## config.mk

```make
export PLATFORM = sky130hd
export DESIGN_NAME = sdsync_discriminator
export DESIGN_NICKNAME = d
export VERILOG_FILES = /design/src/rtl/sdsync_pkg.sv /design/src/rtl/sdsync_level_sync.sv /design/src/rtl/sdsync_width_timer.sv /design/src/rtl/sdsync_mode_fsm.sv /design/src/rtl/sdsync_discriminator.sv
export SDC_FILE = /design/constraint.sdc
export NUM_CORES = 1
export LEC_CHECK = 0
export BUFFER_PORTS_ARGS = -buffer_cell sky130_fd_sc_hd__buf_4
export CAP_MARGIN = 20
export CORE_AREA = 2 2 48 50
export DETAILED_ROUTE_END_ITERATION = 10
export DIE_AREA = 0 0 50 52
export GPL_TIMING_DRIVEN = 1
export PLACE_DENSITY = 0.66
export REMOVE_ABC_BUFFERS = 1
export SKIP_CTS_REPAIR_TIMING = 1
export SYNTH_ARGS = -nofsm -noshare
export SYNTH_HDL_FRONTEND = slang
export SYNTH_SLANG_ARGS = --single-unit
```

## constraint.sdc

```tcl
create_clock -name clk -period 2.59 [get_ports clk]
set_input_delay 0.259 -clock clk [delete_from_list [all_inputs] [get_ports clk]]
set_output_delay 0.259 -clock clk [all_outputs]
set_load 0.01 [all_outputs]
```

## src/rtl/sdsync_pkg.sv

```systemverilog
// Shared types for the sync/shutdown discriminator.
// Assumes nothing beyond IEEE 1800-2017 packages.
package sdsync_pkg;

    // Operating state of the discriminator.
    typedef enum logic {
        ST_RUN  = 1'b0,
        ST_HALT = 1'b1
    } sd_state_e;

    // Counter width able to hold values 0..max_val.
    function automatic int cnt_width(input int max_val);
        return (max_val < 2) ? 1 : $clog2(max_val + 1);
    endfunction

endpackage

```

## src/rtl/sdsync_level_sync.sv

```systemverilog
// Multi-flop synchronizer for a single asynchronous level.
// Assumes STAGES >= 2; the output lags the input by STAGES clock edges.
module sdsync_level_sync #(
    parameter int STAGES = 2
) (
    input  logic clk,
    input  logic rst_n,
    input  logic d_in,
    output logic q_out
);

    logic [STAGES-1:0] chain;

    generate
        if (STAGES < 2) begin : g_bad_depth
            initial $display("sdsync_level_sync: STAGES below 2 is not supported");
        end
    endgenerate

    // Shift the sampled level through the synchronizer chain.
    always_ff @(posedge clk) begin
        if (!rst_n) begin
            chain <= '0;
        end else begin
            chain <= {chain[STAGES-2:0], d_in};
        end
    end

    assign q_out = chain[STAGES-1];

endmodule

```

## src/rtl/sdsync_width_timer.sv

```systemverilog
// Measures how long a synchronized level has been high.
// The count saturates at HALT_TICKS and clears on any low sample.
// Each hit output is high for exactly one cycle per high interval,
// in the cycle its threshold is crossed. Assumes SYNC_TICKS < HALT_TICKS.
module sdsync_width_timer #(
    parameter int SYNC_TICKS = 5,
    parameter int HALT_TICKS = 1100
) (
    input  logic clk,
    input  logic rst_n,
    input  logic level,
    output logic sync_hit,
    output logic halt_hit
);
    import sdsync_pkg::*;

    localparam int CW = cnt_width(HALT_TICKS);
    localparam logic [CW-1:0] SYNC_AT = CW'(SYNC_TICKS - 1);
    localparam logic [CW-1:0] HALT_AT = CW'(HALT_TICKS - 1);
    localparam logic [CW-1:0] SAT_AT  = CW'(HALT_TICKS);

    logic [CW-1:0] hi_cnt;

    // Count consecutive high samples, saturating at the shutdown limit.
    always_ff @(posedge clk) begin
        if (!rst_n) begin
            hi_cnt <= '0;
        end else if (!level) begin
            hi_cnt <= '0;
        end else if (hi_cnt != SAT_AT) begin
            hi_cnt <= hi_cnt + 1'b1;
        end
    end

    // Flag the sample on which each threshold is reached.
    always_comb begin
        sync_hit = level && (hi_cnt == SYNC_AT);
        halt_hit = level && (hi_cnt == HALT_AT);
    end

endmodule

```

## src/rtl/sdsync_mode_fsm.sv

```systemverilog
// Run/halt state machine with registered strobes.
// Assumes the hit inputs come from sdsync_width_timer on the same level.
module sdsync_mode_fsm (
    input  logic clk,
    input  logic rst_n,
    input  logic level,
    input  logic sync_hit,
    input  logic halt_hit,
    output logic sync_pulse,
    output logic halted,
    output logic soft_start
);
    import sdsync_pkg::*;

    sd_state_e state;

    // Track run/halt state; leave halt only when the pin drops.
    always_ff @(posedge clk) begin
        if (!rst_n) begin
            state <= ST_RUN;
        end else begin
            case (state)
                ST_RUN:  if (halt_hit) state <= ST_HALT;
                ST_HALT: if (!level)   state <= ST_RUN;
                default: state <= ST_RUN;
            endcase
        end
    end

    // Register the sync strobe and the soft-start request.
    always_ff @(posedge clk) begin
        if (!rst_n) begin
            sync_pulse <= 1'b0;
            soft_start <= 1'b0;
        end else begin
            sync_pulse <= sync_hit && (state == ST_RUN);
            soft_start <= (state == ST_HALT) && !level;
        end
    end

    assign halted = (state == ST_HALT);

endmodule

```

## src/rtl/sdsync_discriminator.sv

```systemverilog
// Top level: splits one pin into sync strobes and shutdown requests by
// high-interval length, and gates the gate-drive enables during shutdown.
// Assumes pin_in is a clean digital level, asynchronous to clk.
module sdsync_discriminator #(
    parameter int NUM_DRIVES  = 2,
    parameter int SYNC_STAGES = 2,
    parameter int SYNC_TICKS  = 5,
    parameter int HALT_TICKS  = 1100
) (
    input  logic                  clk,
    input  logic                  rst_n,
    input  logic                  pin_in,
    input  logic [NUM_DRIVES-1:0] drv_req,
    output logic [NUM_DRIVES-1:0] drv_en,
    output logic                  sync_pulse,
    output logic                  shutdown,
    output logic                  soft_start
);

    logic pin_s;
    logic sync_hit;
    logic halt_hit;

    sdsync_level_sync #(.STAGES(SYNC_STAGES)) u_sync (
        .clk   (clk),
        .rst_n (rst_n),
        .d_in  (pin_in),
        .q_out (pin_s)
    );

    sdsync_width_timer #(
        .SYNC_TICKS (SYNC_TICKS),
        .HALT_TICKS (HALT_TICKS)
    ) u_timer (
        .clk      (clk),
        .rst_n    (rst_n),
        .level    (pin_s),
        .sync_hit (sync_hit),
        .halt_hit (halt_hit)
    );

    sdsync_mode_fsm u_fsm (
        .clk        (clk),
        .rst_n      (rst_n),
        .level      (pin_s),
        .sync_hit   (sync_hit),
        .halt_hit   (halt_hit),
        .sync_pulse (sync_pulse),
        .halted     (shutdown),
        .soft_start (soft_start)
    );

    // Force each gate-drive enable off while shut down.
    generate
        for (genvar g = 0; g < NUM_DRIVES; g++) begin : g_gate
            assign drv_en[g] = drv_req[g] & ~shutdown;
        end
    endgenerate

endmodule

```

==> results.toml <==
[synth]
async_flop_share = 0
ys_seq_area_frac = 0.420
synthMostInstantiatedCell = "dfxtp_1"
ys_types = 30
synth_area_leaders = "dfxtp_1 (42%), a21oi_1 (4.6%), nand2_1 (3.4%)"
synth_top_cell_by_area = "dfxtp_1"
synth_edf_count = 0
netlist.area_leader.share = 0.420
yosys-top-cells-count = "dfxtp_1 (16), a21oi_1 (7), nand2_1 (7), nand3_1 (5), o21ai_0 (5)"
netlist_area_um2 = 763
avgSynthCellArea_um2 = 8.98
yosys_most_used_dff = "dfxtp_1"
ys_seq_elements = 16
synth_cells = 85
ys_warn_count = 0

[drt]
dr.pass1.iters = 4
drtIter0Drc = 22
viasPerCell = 5.66
wl_um = 1540
drc = 0
detail_route.wl_per_cell_um = 12.3
vias = 708
antenna_left = 0

[setup_path]
critPathRequiredTime_ns = 2.80
path_class = "reg -> reg"
crit_path_start_kind = "flip-flop"
arrival_ns = 1.89
cp_max_fo = 6
r2r_setup_slack_ns = 0.91
cp-end-kind = "flip-flop"

[sta]
fin_setup_tns_ns = 0
fmax_ghz = 0.594
hold_ws_ns = 0.178
worstMarginPinSlew_ns = 0.674
setup_viol = 0
min_period_ns = 1.68
slew_viol_final = 0
hold_viol_final = 0
grt_setup_unrepaired = "no"
period_share = 0.650
relSlewSlack = 0.544
finalClockSkew_ns = 0.00182

[finish]
seq_area_um2 = 320
multi_input_area_um2 = 427
num_antenna_cells = 0
area_growth_pct = 17.5
fillers = 210
final_nets = 105
drive_gt1_frac = 0.175

[floorplan]
die_y_um = 52
die_x_um = 50
start_util = 0.362
coreArea_um2 = 2110
dieArea_um2 = 2600
rows = 17
io_pins = 10

[pwr]
power_mw = 0.431
vdd_drop_max_mv = 0.171
netSwitchingFraction = 0.205
power_leakage_nw = 0.306
combPwrFrac = 0.038
p_per_area_nw_per_um2 = 481
clkPwrFrac = 0.384
p_seq_frac = 0.577
p_sw_mw = 0.0884
p_int_mw = 0.343

[clock_network]
htreeDepth = 1
clk_latency_ns = 0.28
cts_sinks = 16
clkSlewWorstSetupHoldPaths_ns = 0.10
cts_buffers = 3
clock_path_buffers = 2
cts_tree = "built"
cts-root-buf = "clkbuf_4"

[global_route]
grt_max_degree = 11
grt_pass1_vias = 634
antenna_found_initial = 0
overflow = 0
grt_pass1_wl_um = 2690
grtUsageTotal = 0.138

[min_path]
min_path_type = "in -> reg"

[placement]
gp_congestion = 0.909
dp.final_hpwl_um = 1120
portBuffers = 9

[run_status]
status = "finished clean"

[job]
maxCapViolCount = 0
==> critical path, cell delays in order, from the launching register on <==
cell,delay [ns]
dfxtp_1,0.36
inv_1,0.10
ha_1,0.16
nor4b_1,0.56
nand3_1,0.20
a211oi_1,0.23
==> per-stage QoR <==
stage | cells | setup WS (ns) | utilization | instance area [µm²]
2_1_floorplan | 84 | 1.11 | - | 758
3_3_place_gp | 121 | 1.00 | 0.409 | 861
3_5_place_dp | 121 | 0.929 | 0.409 | 861
4_1_cts | 125 | 0.904 | 0.426 | 897
5_1_grt | 125 | 0.675 | 0.426 | 897
6_report | 125 | 0.908 | 0.426 | 897
==> layout by cell type, fill, tap and decap left out, types with 2 or more instances in the layout <==
cell type / n
nor4b_1: 2
or3_1: 4
o31ai_1: 3
clkbuf_4: 3
ha_1: 2
a21oi_1: 7
and2_1: 4
a31oi_1: 4
nor2_1: 3
nand3_1: 5
nand2_1: 7
nor3_1: 2
o21ai_0: 5
nor2b_1: 2
dfxtp_1: 16
nor4_1: 2
inv_1: 3
buf_4: 9
==> state kept, by name, indices dropped and copies added (netlist names) <==
signal,count
u_timer.hi_cnt,11
u_sync.chain,2
u_fsm.sync_pulse,1
u_fsm.soft_start,1
u_fsm.halted,1
==> cell type report <==
class                   count  share of cell area
repair buffers              9              0.0753
flip-flops and latches     16               0.357
inverters                   3              0.0126
clock buffers               4              0.0404
well taps                  28              0.0391
multi-input cells          65               0.476
==> cells by family after synthesis <==
family                   synth area share
adder cells (fa/ha/maj)            0.0328
buffers and inverters              0.0213
AND/OR/NAND/NOR                     0.339
AO/OA/AOI/OAI                       0.187
flip-flops                          0.420
==> path summary, 6_finish.rpt <==
kind | startpoint | end | cells after the start
min | pin_in | u_sync.chain[0] | 2
max reg2reg | u_timer.hi_cnt[0] | u_timer.hi_cnt[3] | 5
max | u_timer.hi_cnt[0] | u_timer.hi_cnt[3] | 5
min reg2reg | u_sync.chain[1] | u_fsm.soft_start | 1
==> power groups by stage <==
stage / registers, mW / clock network (mW) / logic [mW]
floorplan: 0.254 / 0 / 0.00782
global placement: 0.255 / 0 / 0.0161
detailed placement: 0.255 / 0 / 0.0166
CTS: 0.249 / 0.171 / 0.0168
global route: 0.249 / 0.181 / 0.0189
finish: 0.249 / 0.166 / 0.0166
==> per-layer routing <==
metal,vias to the layer above,global-route usage,share of wire
li1,350,-,-
met1,336,0.166,0.46
met2,18,0.213,0.48
met3,4,0.0287,0.036
met4,0,0.106,0.016
met5,-,0,0
Note: power is estimated with default switching activity, not from simulation.
